## config.mk

```make
export PLATFORM = sky130hd
export DESIGN_NAME = gpio_ovr_port
export DESIGN_NICKNAME = d
export VERILOG_FILES = /design/src/rtl/gpio_ovr_pkg.sv /design/src/rtl/gpio_strobe_edge.sv /design/src/rtl/gpio_capture_ctl.sv /design/src/rtl/gpio_read_port.sv /design/src/rtl/gpio_ovr_port.sv
export SDC_FILE = /design/constraint.sdc
export NUM_CORES = 1
export LEC_CHECK = 0
export BUFFER_PORTS_ARGS = -buffer_cell sky130_fd_sc_hd__buf_4
export CAP_MARGIN = 20
export CORE_MARGIN = 3
export CORE_UTILIZATION = 48
export CTS_CLUSTER_DIAMETER = 150
export DETAILED_ROUTE_END_ITERATION = 7
export MAX_ROUTING_LAYER = met4
export PLACE_DENSITY = 0.87
export SLEW_MARGIN = 20
export SYNTH_ARGS = -nofsm -noshare
export SYNTH_HDL_FRONTEND = slang
export SYNTH_SLANG_ARGS = --single-unit
export TNS_END_PERCENT = 20
```

## constraint.sdc

```tcl
create_clock -name clk -period 2.24 [get_ports clk]
set_input_delay 0.336 -clock clk [delete_from_list [all_inputs] [get_ports clk]]
set_output_delay 0.336 -clock clk [all_outputs]
set_load 0.05 [all_outputs]
```

## src/rtl/gpio_ovr_pkg.sv

```systemverilog
package gpio_ovr_pkg;
  localparam int GPIO_W = 8;

  typedef enum logic [1:0] {
    A_DIR  = 2'd0,
    A_DATA = 2'd1,
    A_CTL  = 2'd2,
    A_NONE = 2'd3
  } addr_e;

  // direction actually in force: override bits always act as inputs
  function automatic logic [GPIO_W-1:0] eff_dir(input logic [GPIO_W-1:0] dir,
                                                input logic [GPIO_W-1:0] mask);
    return dir & ~mask;
  endfunction

  // per bit: pins where eff is input, register where eff is output
  function automatic logic [GPIO_W-1:0] merge_pins(input logic [GPIO_W-1:0] pins,
                                                   input logic [GPIO_W-1:0] regv,
                                                   input logic [GPIO_W-1:0] eff);
    return (pins & ~eff) | (regv & eff);
  endfunction
endpackage

```

## src/rtl/gpio_strobe_edge.sv

```systemverilog
module gpio_strobe_edge (
  input  logic clk,
  input  logic rst,
  input  logic strobe_in,
  output logic strobe_evt
);
  logic strobe_q;

  always_ff @(posedge clk) begin
    if (rst) strobe_q <= 1'b0;
    else     strobe_q <= strobe_in;
  end

  assign strobe_evt = strobe_in & ~strobe_q;
endmodule

```

## src/rtl/gpio_capture_ctl.sv

```systemverilog
module gpio_capture_ctl (
  input  logic clk,
  input  logic rst,
  input  logic strobe_evt,
  input  logic latch_en,
  input  logic data_access,
  input  logic data_rd,
  output logic captured,
  output logic capture_fire
);
  assign capture_fire = strobe_evt & latch_en & ~captured & ~data_access;

  always_ff @(posedge clk) begin
    if (rst)               captured <= 1'b0;
    else if (data_rd)      captured <= 1'b0;
    else if (capture_fire) captured <= 1'b1;
  end

  AST_CAPTURE_SETS_FLAG: assert property (@(posedge clk) disable iff (rst)
    capture_fire |=> captured);
  AST_READ_CLEARS_FLAG: assert property (@(posedge clk) disable iff (rst)
    data_rd |=> !captured);
  AST_ACCESS_BLOCKS_CAPTURE: assert property (@(posedge clk) disable iff (rst)
    (data_access && !captured) |=> !captured);
endmodule

```

## src/rtl/gpio_read_port.sv

```systemverilog
module gpio_read_port #(
  parameter int W = 8
) (
  input  logic         clk,
  input  logic         rst,
  input  logic         rd_en,
  input  logic         rd_is_data,
  input  logic [W-1:0] rd_value,
  output logic [W-1:0] rd_data,
  output logic         rd_valid,
  output logic         rd_consumed
);
  always_ff @(posedge clk) begin
    if (rst) begin
      rd_data     <= '0;
      rd_valid    <= 1'b0;
      rd_consumed <= 1'b0;
    end else begin
      rd_valid    <= rd_en;
      rd_consumed <= rd_en & rd_is_data;
      if (rd_en) rd_data <= rd_value;
    end
  end

  AST_VALID_FOLLOWS_READ: assert property (@(posedge clk) disable iff (rst)
    rd_en |=> rd_valid);
  AST_CONSUMED_WITH_VALID: assert property (@(posedge clk) disable iff (rst)
    rd_consumed |-> rd_valid);
endmodule

```

## src/rtl/gpio_ovr_port.sv

```systemverilog
module gpio_ovr_port
  import gpio_ovr_pkg::*;
#(
  parameter int LE_BIT  = 3,
  parameter int CAP_BIT = 7
) (
  input  logic              clk,
  input  logic              rst,
  input  logic              bus_sel,
  input  logic              bus_wr,
  input  logic [1:0]        bus_addr,
  input  logic [GPIO_W-1:0] bus_wdata,
  output logic [GPIO_W-1:0] bus_rdata,
  output logic              bus_rvalid,
  input  logic [GPIO_W-1:0] pin_in,
  input  logic [GPIO_W-1:0] ovr_mask,
  input  logic              strobe_in,
  output logic [GPIO_W-1:0] pin_out,
  output logic [GPIO_W-1:0] pin_oe,
  output logic              consumed
);
  localparam logic [GPIO_W-1:0] CTL_USED = GPIO_W'((1 << LE_BIT) | (1 << CAP_BIT));

  logic [GPIO_W-1:0] dir_q, data_q, eff, rd_value;
  logic              le_q, captured;

  // named bus events
  logic dir_wr, data_wr, data_rd, ctl_wr, any_rd;
  logic strobe_evt, capture_fire;

  assign any_rd  = bus_sel & ~bus_wr;
  assign dir_wr  = bus_sel &  bus_wr & (bus_addr == A_DIR);
  assign data_wr = bus_sel &  bus_wr & (bus_addr == A_DATA);
  assign ctl_wr  = bus_sel &  bus_wr & (bus_addr == A_CTL);
  assign data_rd = any_rd & (bus_addr == A_DATA);

  assign eff = eff_dir(dir_q, ovr_mask);

  gpio_strobe_edge u_edge (
    .clk        (clk),
    .rst        (rst),
    .strobe_in  (strobe_in),
    .strobe_evt (strobe_evt)
  );

  gpio_capture_ctl u_cap (
    .clk          (clk),
    .rst          (rst),
    .strobe_evt   (strobe_evt),
    .latch_en     (le_q),
    .data_access  (data_wr | data_rd),
    .data_rd      (data_rd),
    .captured     (captured),
    .capture_fire (capture_fire)
  );

  always_ff @(posedge clk) begin
    if (rst) begin
      dir_q  <= '0;
      data_q <= '0;
      le_q   <= 1'b0;
    end else begin
      if (dir_wr) dir_q <= bus_wdata;
      if (ctl_wr) le_q  <= bus_wdata[LE_BIT];
      if (data_wr)           data_q <= bus_wdata;
      else if (capture_fire) data_q <= merge_pins(pin_in, data_q, eff);
    end
  end

  always_comb begin
    rd_value = '0;
    case (bus_addr)
      A_DIR:  rd_value = dir_q;
      A_DATA: rd_value = (le_q || (&eff)) ? data_q : merge_pins(pin_in, data_q, eff);
      A_CTL: begin
        rd_value[LE_BIT]  = le_q;
        rd_value[CAP_BIT] = captured;
      end
      default: rd_value = '0;
    endcase
  end

  gpio_read_port #(.W(GPIO_W)) u_rd (
    .clk         (clk),
    .rst         (rst),
    .rd_en       (any_rd),
    .rd_is_data  (data_rd),
    .rd_value    (rd_value),
    .rd_data     (bus_rdata),
    .rd_valid    (bus_rvalid),
    .rd_consumed (consumed)
  );

  assign pin_oe  = eff;
  assign pin_out = data_q & eff;

  AST_NO_DRIVE_WHEN_OFF: assert property (@(posedge clk) disable iff (rst)
    (pin_out & ~pin_oe) == '0);
  AST_OVERRIDE_NEVER_OUT: assert property (@(posedge clk) disable iff (rst)
    (pin_oe & ovr_mask) == '0);
  AST_HOLD_WHILE_CAPTURED: assert property (@(posedge clk) disable iff (rst)
    (captured && !data_wr) |=> $stable(data_q));
  AST_CTL_UNUSED_ZERO: assert property (@(posedge clk) disable iff (rst)
    (bus_rvalid && !consumed && $past(bus_addr) == A_CTL) |-> ((bus_rdata & ~CTL_USED) == '0));
endmodule

```

==> summary.md <==
| Metric | Value |
|---|---|
| Status | `finished, final reports clean` |
| Setup crit start kind | `flop` |
| DRC | `0` |
| Gpl congestion | `0.830` |
| Final wirelength | `3950 um` |
| IO Pins | `57` |
| Die Wd | `62.4 um` |
| Slowest CP cell | `dfxtp_1` |
| Worst vdd ir | `0.397 mV` |
| Final min period | `1.73 ns` |
| Cts hold-fix bufs | `0` |
| CP Capture Type | `output pin` |
| Detail Route Antenna Nets | `0` |
| Max frequency | `0.579 GHz` |
| Post-synth top area share | `0.380` |
| Share of layout cells above drive strength 1 | `0.300` |
| Synth unique cells | `25` |
| Multi-input logic area | `890 um2` |
| Initial antenna violation count | `0` |
| Postcts setup bufs | `0` |
| CTS clk-pin slew, worst paths | `0.09 ns` |
| # fillers | `264` |
| CTS Buffer Depth | `2` |
| Synth area leaders | `dfxtp_1 38%, mux2i_1 8.5%, nor2_1 8.3%` |
| Die ar. | `3900 um2` |
| Largest stage delay, worst path | `0.37 ns` |
| Global-route wire length before repair | `6660 um` |
| Dominant cell type by area after synthesis | `dfxtp_1` |
| Finished Cell Area | `2040 um2` |
| Clk_skew | `0.00320 ns` |
| Seq/Total Area, Yosys | `0.380` |
| Largest net degree at the start of global routing | `30` |
| Total gr overflow | `0` |
| Final TNS setup | `0 ns` |
| Crit path DAT | `1.39 ns` |
| Synth Instances | `180` |
| Nets@finish | `268` |
| Core area | `2900 um2` |
| Commonest non-fill, non-tap cell in the layout | `buf_4` |
| Clk_lat worst skew | `0.33 ns` |
| Commonest non-fill, non-tap cells in the layout | `61 x buf_4, 34 x nor2_1, 29 x dfxtp_1` |
| Slew Viols, Final | `0` |
| Placed cell areas | `1980 um2` |
| TritonRoute pass-1 iters | `4` |
| PortBufs | `56` |
| Hold slack | `0.249 ns` |
| Final setup fails | `0` |
| Fin util | `0.703` |
| Worst path required time | `1.90 ns` |
| Synthesized flop and latch total | `29` |
| Worst-path maximum fanout | `5` |
| Leak | `0.831 nW` |
| CP cell instances | `nor2b_1 -> and2_1 -> buf_4` |
| Fin. Hold Viols | `0` |
| Initial core utilization | `0.527` |
| Cell area after synthesis | `1530 um2` |
| Slew headroom | `0.576` |
| Syn nets | `211` |
| Setup CP Type | `reg -> out` |
| DP HPWL | `2940 um` |
| MaxCap Viol Count | `0` |
| Clk root buf | `clkbuf_4` |
| Gr usage total | `0.217` |
| Clock Sinks | `29` |
| Vias | `1522` |
| Power Dens Cells | `522 nW/um2` |
| Synth-to-layout area growth | `33.4%` |
| Vias in the first global route | `1444` |
| Min-delay worst type | `in -> reg` |
| Htree depth | `2` |
| Final period util | `0.770` |
| Syn_area_per_cell | `8.49 um2` |
| Post-CTS sizing | `0` |
| TritonCTS buffer count | `5` |
| Reg area | `581 um2` |
| CTS tree | `built` |
| # diodes | `0` |
| Die height | `62.4 um` |
| # rows | `19` |
| Worst-margin pin slew | `0.635 ns` |
| Wire length per cell | `14.2 um` |
| Yosys warning count | `0` |
| DR iter-0 viols | `61` |
| RSZ-0062 raised after global routing | `false` |
| Vias/cell | `5.46` |
[cells by family (layout without fill, tap and decap cells)]
logic type      count (synthesis)  count (layout)  synth area share
compound gates                 34              34             0.174
buf+inv                        12              69            0.0385
flops                          29              29             0.380
mux                            13              13            0.0851
simple gates                   92              92             0.322
[metrics by stage]
| stage | setup WS [ns] | instances | total power [W] |
|---|---|---|---|
| after CTS | 0.502 | 279 | 0.00107 |
| final | 0.514 | 279 | 0.00107 |
| after global routing | 0.253 | 279 | 0.00111 |
| after floorplan | 0.198 | 180 | 0.000665 |
| after global placement | 0.338 | 272 | 0.000746 |
| after detailed placement | 0.272 | 272 | 0.000749 |
[cells in the mapped netlist, drive strengths merged]
cell / n
nor2: 34
dfxtp: 29
nand3b: 14
mux2i: 13
nor2b: 12
nor3: 10
a2111oi: 9
a21oi: 9
and2: 8
o21ai: 8
clkbuf: 7
a311oi: 6
nand3: 6
buf: 4
nand2: 3
and3: 2
nand4b: 2
o22ai: 2
inv: 1
nand2b: 1
[registers in the layout, summed over array words and instances (netlist names)]
register and flops:
dir_q 8, le_q 1, u_rd.rd_valid 1, u_rd.rd_data 8
u_edge.strobe_q 1, u_rd.rd_consumed 1, data_q 8, u_cap.captured 1
[worst max-delay path: cells and delay by family, from the launching register on]
family / cells / cell delay [ns]
flops: 1 / 0.37
simple gates: 2 / 0.50
buf+inv: 1 / 0.19
[path summary, 6_finish.rpt]
kind                            slack [ns]  cells after the start       startpoint               to
worst max-delay path                  0.51                      3         dir_q[6]       pin_out[6]
worst min-delay path                  0.25                      3     bus_wdata[0]         dir_q[0]
worst max register to register        0.53                      5             le_q        data_q[4]
worst min register to register        0.50                      2  u_rd.rd_data[0]  u_rd.rd_data[0]
[metal layers]
metal | up-vias | GRT usage | routed length (um)
li1 | 759 | - | -
met4 | 0 | 0.0799 | 51
met2 | 54 | 0.334 | 1900
met1 | 703 | 0.274 | 1730
met3 | 6 | 0.0558 | 278
met5 | - | - | 0
[report_power, final]
| part | switching, W | internal, W | leakage [nW] |
|---|---|---|---|
| clock network | 0.000180 | 0.000148 | 0.0314 |
| logic | 0.000107 | 0.0000831 | 0.563 |
| registers | 0.0000129 | 0.000534 | 0.236 |
[layout make-up]
type,instances,area share
Clock buffer,7,0.0270
Inverter,1,0.00184
Multi-Input combinational cell,139,0.436
Sequential cell,29,0.285
Tap cell,42,0.0258
Timing Repair Buffer,61,0.225
(Power assumes the default switching activity.)
